===== config.mk =====
export PLATFORM = sky130hd
export DESIGN_NAME = opdec_top
export DESIGN_NICKNAME = d
export VERILOG_FILES = /design/src/rtl/opdec_pkg.sv /design/src/rtl/opdec_ctrl.sv /design/src/rtl/opdec_fields.sv /design/src/rtl/opdec_top.sv
export SDC_FILE = /design/constraint.sdc
export NUM_CORES = 1
export LEC_CHECK = 0
export BUFFER_PORTS_ARGS = -buffer_cell sky130_fd_sc_hd__clkbuf_2
export CAP_MARGIN = 30
export CORE_AREA = 5 5 42 44
export DETAILED_ROUTE_END_ITERATION = 8
export DIE_AREA = 0 0 47 49
export GPL_ROUTABILITY_DRIVEN = 0
export GPL_TIMING_DRIVEN = 0
export MAX_ROUTING_LAYER = met4
export PLACE_DENSITY = 0.72
export SLEW_MARGIN = 20
export SYNTH_ARGS = -nofsm -noshare
export SYNTH_HDL_FRONTEND = slang
export SYNTH_SLANG_ARGS = --single-unit

===== constraint.sdc =====
create_clock -name vclk -period 1.15
set_input_delay 0.23 -clock vclk [all_inputs]
set_output_delay 0.23 -clock vclk [all_outputs]
set_load 0.05 [all_outputs]

===== src/rtl/opdec_pkg.sv =====
package opdec_pkg;

  parameter int INSTR_W = 17;
  parameter int OPC_W   = 5;
  parameter int REG_W   = 4;
  parameter int IMM_W   = 6;
  parameter int ALUOP_W = 3;

  typedef enum logic [ALUOP_W-1:0] {
    ALU_ADD = 3'd0,
    ALU_SUB = 3'd1,
    ALU_AND = 3'd2,
    ALU_OR  = 3'd3,
    ALU_MUL = 3'd4,
    ALU_SLT = 3'd5,
    ALU_SLL = 3'd6,
    ALU_SRL = 3'd7
  } aluOp_t;

  // Strobes passed from the control decoder to the field datapath and ports
  typedef struct packed {
    logic   regWrite;
    logic   dstSel;
    logic   aluSrcImm;
    aluOp_t aluOp;
    logic   memRead;
    logic   memWrite;
    logic   brEq;
    logic   brNe;
    logic   jumpReg;
    logic   illegal;
    logic   wideOffset;
  } ctrlStrobes_t;

  // Opcode assignments
  parameter logic [OPC_W-1:0] OP_ADD  = 5'd0;
  parameter logic [OPC_W-1:0] OP_SUB  = 5'd1;
  parameter logic [OPC_W-1:0] OP_AND  = 5'd2;
  parameter logic [OPC_W-1:0] OP_OR   = 5'd3;
  parameter logic [OPC_W-1:0] OP_MUL  = 5'd4;
  parameter logic [OPC_W-1:0] OP_SLT  = 5'd5;
  parameter logic [OPC_W-1:0] OP_SLL  = 5'd6;
  parameter logic [OPC_W-1:0] OP_SRL  = 5'd7;
  parameter logic [OPC_W-1:0] OP_ADDI = 5'd8;
  parameter logic [OPC_W-1:0] OP_ANDI = 5'd9;
  parameter logic [OPC_W-1:0] OP_ORI  = 5'd10;
  parameter logic [OPC_W-1:0] OP_SLTI = 5'd11;
  parameter logic [OPC_W-1:0] OP_BEQ  = 5'd12;
  parameter logic [OPC_W-1:0] OP_BNE  = 5'd13;
  parameter logic [OPC_W-1:0] OP_JR   = 5'd14;

  // Memory blocks: upper opcode bits shared, low bits feed the offset
  parameter int MEM_LO_W = IMM_W - REG_W;
  parameter int MEM_HI_W = OPC_W - MEM_LO_W;
  parameter logic [MEM_HI_W-1:0] MEMBLK_LOAD  = 3'b100;
  parameter logic [MEM_HI_W-1:0] MEMBLK_STORE = 3'b101;

endpackage


===== src/rtl/opdec_ctrl.sv =====
module opdec_ctrl
  import opdec_pkg::*;
#(
  parameter int OpcW = OPC_W
) (
  input  logic [OpcW-1:0] opcode,
  output ctrlStrobes_t    strobes
);

  localparam int LoW = MEM_LO_W;
  localparam int HiW = OpcW - LoW;

  logic [HiW-1:0] blkSel;
  logic [LoW-1:0] blkSlot;
  logic           slotReserved;

  assign blkSel       = opcode[OpcW-1:LoW];
  assign blkSlot      = opcode[LoW-1:0];
  assign slotReserved = &blkSlot;

  always_comb begin
    strobes         = '0;
    strobes.aluOp   = ALU_ADD;
    strobes.illegal = 1'b0;
    if (blkSel == MEMBLK_LOAD) begin
      if (slotReserved) begin
        strobes.illegal = 1'b1;
      end else begin
        strobes.memRead    = 1'b1;
        strobes.regWrite   = 1'b1;
        strobes.aluSrcImm  = 1'b1;
        strobes.wideOffset = 1'b1;
      end
    end else if (blkSel == MEMBLK_STORE) begin
      if (slotReserved) begin
        strobes.illegal = 1'b1;
      end else begin
        strobes.memWrite   = 1'b1;
        strobes.aluSrcImm  = 1'b1;
        strobes.wideOffset = 1'b1;
      end
    end else begin
      unique case (opcode)
        OP_ADD, OP_SUB, OP_AND, OP_OR, OP_MUL, OP_SLT: begin
          strobes.regWrite = 1'b1;
          strobes.dstSel   = 1'b1;
          unique case (opcode)
            OP_SUB:  strobes.aluOp = ALU_SUB;
            OP_AND:  strobes.aluOp = ALU_AND;
            OP_OR:   strobes.aluOp = ALU_OR;
            OP_MUL:  strobes.aluOp = ALU_MUL;
            OP_SLT:  strobes.aluOp = ALU_SLT;
            default: strobes.aluOp = ALU_ADD;
          endcase
        end
        OP_SLL, OP_SRL: begin
          strobes.regWrite  = 1'b1;
          strobes.aluSrcImm = 1'b1;
          strobes.aluOp     = (opcode == OP_SLL) ? ALU_SLL : ALU_SRL;
        end
        OP_ADDI, OP_ANDI, OP_ORI, OP_SLTI: begin
          strobes.regWrite  = 1'b1;
          strobes.aluSrcImm = 1'b1;
          unique case (opcode)
            OP_ANDI: strobes.aluOp = ALU_AND;
            OP_ORI:  strobes.aluOp = ALU_OR;
            OP_SLTI: strobes.aluOp = ALU_SLT;
            default: strobes.aluOp = ALU_ADD;
          endcase
        end
        OP_BEQ: begin
          strobes.brEq  = 1'b1;
          strobes.aluOp = ALU_SUB;
        end
        OP_BNE: begin
          strobes.brNe  = 1'b1;
          strobes.aluOp = ALU_SUB;
        end
        OP_JR: begin
          strobes.jumpReg = 1'b1;
        end
        default: begin
          strobes.illegal = 1'b1;
        end
      endcase
    end
  end

endmodule


===== src/rtl/opdec_fields.sv =====
module opdec_fields
  import opdec_pkg::*;
#(
  parameter int RegW  = REG_W,
  parameter int ImmW  = IMM_W
) (
  input  logic [3*RegW-1:0]     operandBits,
  input  logic [ImmW-RegW-1:0]  opcodeLow,
  input  ctrlStrobes_t          strobes,
  output logic [RegW-1:0]       rsAddr,
  output logic [RegW-1:0]       rtAddr,
  output logic [RegW-1:0]       rdAddr,
  output logic [ImmW-1:0]       immOut
);

  localparam int ExtW = ImmW - RegW;

  logic [RegW-1:0] fieldSlice [3];

  genvar g;
  generate
    for (g = 0; g < 3; g++) begin : g_slice
      assign fieldSlice[g] = operandBits[g*RegW +: RegW];
    end
  endgenerate

  assign rsAddr = fieldSlice[2];
  assign rtAddr = fieldSlice[1];
  assign rdAddr = fieldSlice[0];

  always_comb begin
    if (strobes.wideOffset) begin
      immOut = {opcodeLow, fieldSlice[0]};
    end else begin
      immOut = {{ExtW{1'b0}}, fieldSlice[0]};
    end
  end

endmodule


===== src/rtl/opdec_top.sv =====
module opdec_top
  import opdec_pkg::*;
#(
  parameter int InstrW = INSTR_W,
  parameter int OpcW   = OPC_W,
  parameter int RegW   = REG_W,
  parameter int ImmW   = IMM_W
) (
  input  logic [InstrW-1:0]  instrWord,
  output logic [RegW-1:0]    rsAddr,
  output logic [RegW-1:0]    rtAddr,
  output logic [RegW-1:0]    rdAddr,
  output logic [ImmW-1:0]    immOut,
  output logic               regWrite,
  output logic               dstSel,
  output logic               aluSrcImm,
  output logic [ALUOP_W-1:0] aluOp,
  output logic               memRead,
  output logic               memWrite,
  output logic               brEq,
  output logic               brNe,
  output logic               jumpReg,
  output logic               illegal
);

  localparam int OperW = InstrW - OpcW;
  localparam int LowW  = ImmW - RegW;

  ctrlStrobes_t strobes;

  opdec_ctrl #(.OpcW(OpcW)) u_ctrl (
    .opcode  (instrWord[InstrW-1:OperW]),
    .strobes (strobes)
  );

  opdec_fields #(.RegW(RegW), .ImmW(ImmW)) u_fields (
    .operandBits (instrWord[OperW-1:0]),
    .opcodeLow   (instrWord[OperW +: LowW]),
    .strobes     (strobes),
    .rsAddr      (rsAddr),
    .rtAddr      (rtAddr),
    .rdAddr      (rdAddr),
    .immOut      (immOut)
  );

  assign regWrite  = strobes.regWrite;
  assign dstSel    = strobes.dstSel;
  assign aluSrcImm = strobes.aluSrcImm;
  assign aluOp     = strobes.aluOp;
  assign memRead   = strobes.memRead;
  assign memWrite  = strobes.memWrite;
  assign brEq      = strobes.brEq;
  assign brNe      = strobes.brNe;
  assign jumpReg   = strobes.jumpReg;
  assign illegal   = strobes.illegal;

endmodule


==> results.py <==
metrics = {
    "outcome": {
        "status": "finished, violations left",
        "violations": "setup timing",
    },
    "yosys": {
        "synthTopCellsByArea": "buf_4 32%, nand2b_1 10%, buf_6 9.0%",
        "yosysUniqueCellTypes": 24,
        "synth_fp_nets": 68,
        "synthCells": 51,
        "yosysTopAreaCell": "buf_4",
        "yosysSeqAreaShare_pct": 0,
        "syn_avg_cell_area_sq_um": 7.34,
        "synth_area_sq_um": 374,
        "synth_top_area_share_pct": 32.1,
        "yosysWarnings": 0,
    },
    "route": {
        "vias_per_cell": 4.58,
        "vias": 527,
        "first_pass_iters": 2,
        "ant_nets": 0,
        "initialDrtViolationCount": 5,
        "drcViolationCount": 0,
        "avgRoutedWirePerCell_microns": 13.0,
        "wl_microns": 1500,
    },
    "finish": {
        "clkbuf_count": 0,
        "stdcell_area_sq_um": 1100,
        "final_common_cell": "buf_4",
        "seq_cell_count": 0,
        "mostFrequentLayoutCells": "23 x buf_4, 17 x buf_8, 16 x clkbuf_2, 5 x buf_6",
        "instances_no_fill": 115,
        "syn_to_final_growth_pct": 194,
        "final_nets": 118,
        "seq_area_sq_um": 0,
        "drive_above_1_share_pct": 88.9,
        "diodes": 0,
        "fill_cells": 89,
    },
    "power_and_ir_drop": {
        "finalPower_mw": 0.591,
        "power.leakage_nw": 0.526,
        "ir_drop_mv": 0.377,
        "power_density_nw_per_um2": 537,
    },
    "floorplan": {
        "rows": 14,
        "ios": 47,
        "core_sq_um": 1400,
        "die-area_sq_um": 2300,
        "die_w_microns": 47,
        "die_h_microns": 49,
        "initial_core_util_pct": 26.7,
    },
    "worst_setup_path": {
        "path_max_fanout": 6,
        "cp-startpoint": "instrWord[16]",
        "crit_path_end_kind": "primary output",
        "crit_end": "aluOp[1]",
        "cp.arrival_ps": 1120,
        "required_ps": 920,
        "critPathLaunchType": "primary input",
        "crit_type": "in -> out",
    },
    "sta": {
        "max_clock_freq_mhz": 742,
        "worst_slack_ps": -198,
        "rsz0062_at_grt": "true",
        "tightest_slew_ps": 283,
        "setup_viol": 13,
        "drv_slew": 0,
        "finalHoldViolCount": 0,
        "fin_crit_sh_pct": 117,
        "maxSlewHeadroom_pct": 81.2,
        "period_needed_ps": 1350,
        "hold_slack_ps": 776,
    },
    "placed_design": {
        "io_buffers": 34,
        "dp_cells": 101,
        "placed_cell_area_sq_um": 696,
        "dp_hpwl_microns": 976,
    },
    "clock_network": {
        "hold_buffers": 0,
    },
    "job": {
        "maxCapViolCount": 0,
    },
    "global_route": {
        "overflow": 0,
        "grtUsageTotal_pct": 11.5,
        "grt_pass1_wl_microns": 2110,
        "grt_pass1_vias": 499,
        "grt_max_degree": 11,
        "antenna_found_initial": 0,
    },
    "worst_hold_path": {
        "min_path_cells": 3,
        "min_path_type": "in -> out",
    },
}
[Yosys cell counts]
library cell  number
nor3b_1            1
nand3b_1           1
a22o_1             1
buf_6              3
and3_1             1
nand4b_1           1
a211oi_2           1
xnor2_1            1
a21oi_1            1
nand2_1            1
a211oi_1           1
o31ai_1            1
buf_2              1
nand2b_1           6
a21o_1             1
and2_1             1
nor2b_1            1
nor2_1             5
and4bb_1           1
nor3_1             2
o21a_1             1
a211o_1            1
o32ai_2            1
buf_4             16
[worst max-delay path: stages]
cell and delay, ps:
buf_8 100, buf_12 110, buf_4 130, buf_8 120
nand2b_4 140, o32ai_4 100, buf_8 180
[area by class of cell]
cell class / instances / area (sq um) / area share [%]
buffer: 20 / 190 / 17.3
multi-input combinational: 31 / 360 / 32.7
tap: 16 / 20.0 / 1.82
timing repair buffer: 48 / 531 / 48.2
[worst min path at each step]
stage / endpoint / slack (ps) / start
2_1_floorplan: brEq / 520 / instrWord[12]
3_3_place_gp: rsAddr[1] / 790 / instrWord[9]
3_5_place_dp: rsAddr[3] / 790 / instrWord[11]
4_1_cts: brEq / 780 / instrWord[13]
5_1_grt: brEq / 790 / instrWord[12]
6_report: brEq / 780 / instrWord[12]
[what timing repair did]
item	4_1_cts	5_1_grt
gates resized for setup	39	28
pin swaps	5	11
endpoints found under the setup margin	14	14
gates cloned	1	1
buffers inserted	6	6
[kinds of logic (layout without fill, tap and decap cells)]
group,count (synthesis),after routing,share of synthesized area (%)
AOI/OAI and AO/OA,9,9,21.7
xor gates and xnor gates,1,1,2.34
buffers and inverters,20,68,42.5
and+or+nand+nor,21,21,33.5
[routing by layer]
metal	track usage (%)	up-vias	share of wire [%]
met3	0.369	0	8.3
met4	0	0	0
li1	-	259	-
met5	-	-	0
met1	13.8	241	36
met2	21.7	27	56
[through the flow]
stage	util, %	setup TNS (ps)	worst slack (ps)
after floorplan	-	-971	-169
after global placement	49.6	-2790	-273
after detailed placement	49.6	-2890	-286
after CTS	68.1	-1400	-184
after global routing	78.6	-2300	-239
final	78.6	-1830	-198
[power breakdown]
part           internal, mW  leakage (nW)  switching, mW
Clock                     0             0              0
Combinational         0.267         0.526          0.324
Sequential                0             0              0
Total                 0.267         0.526          0.324
Note: power is estimated with default switching activity, not from simulation.
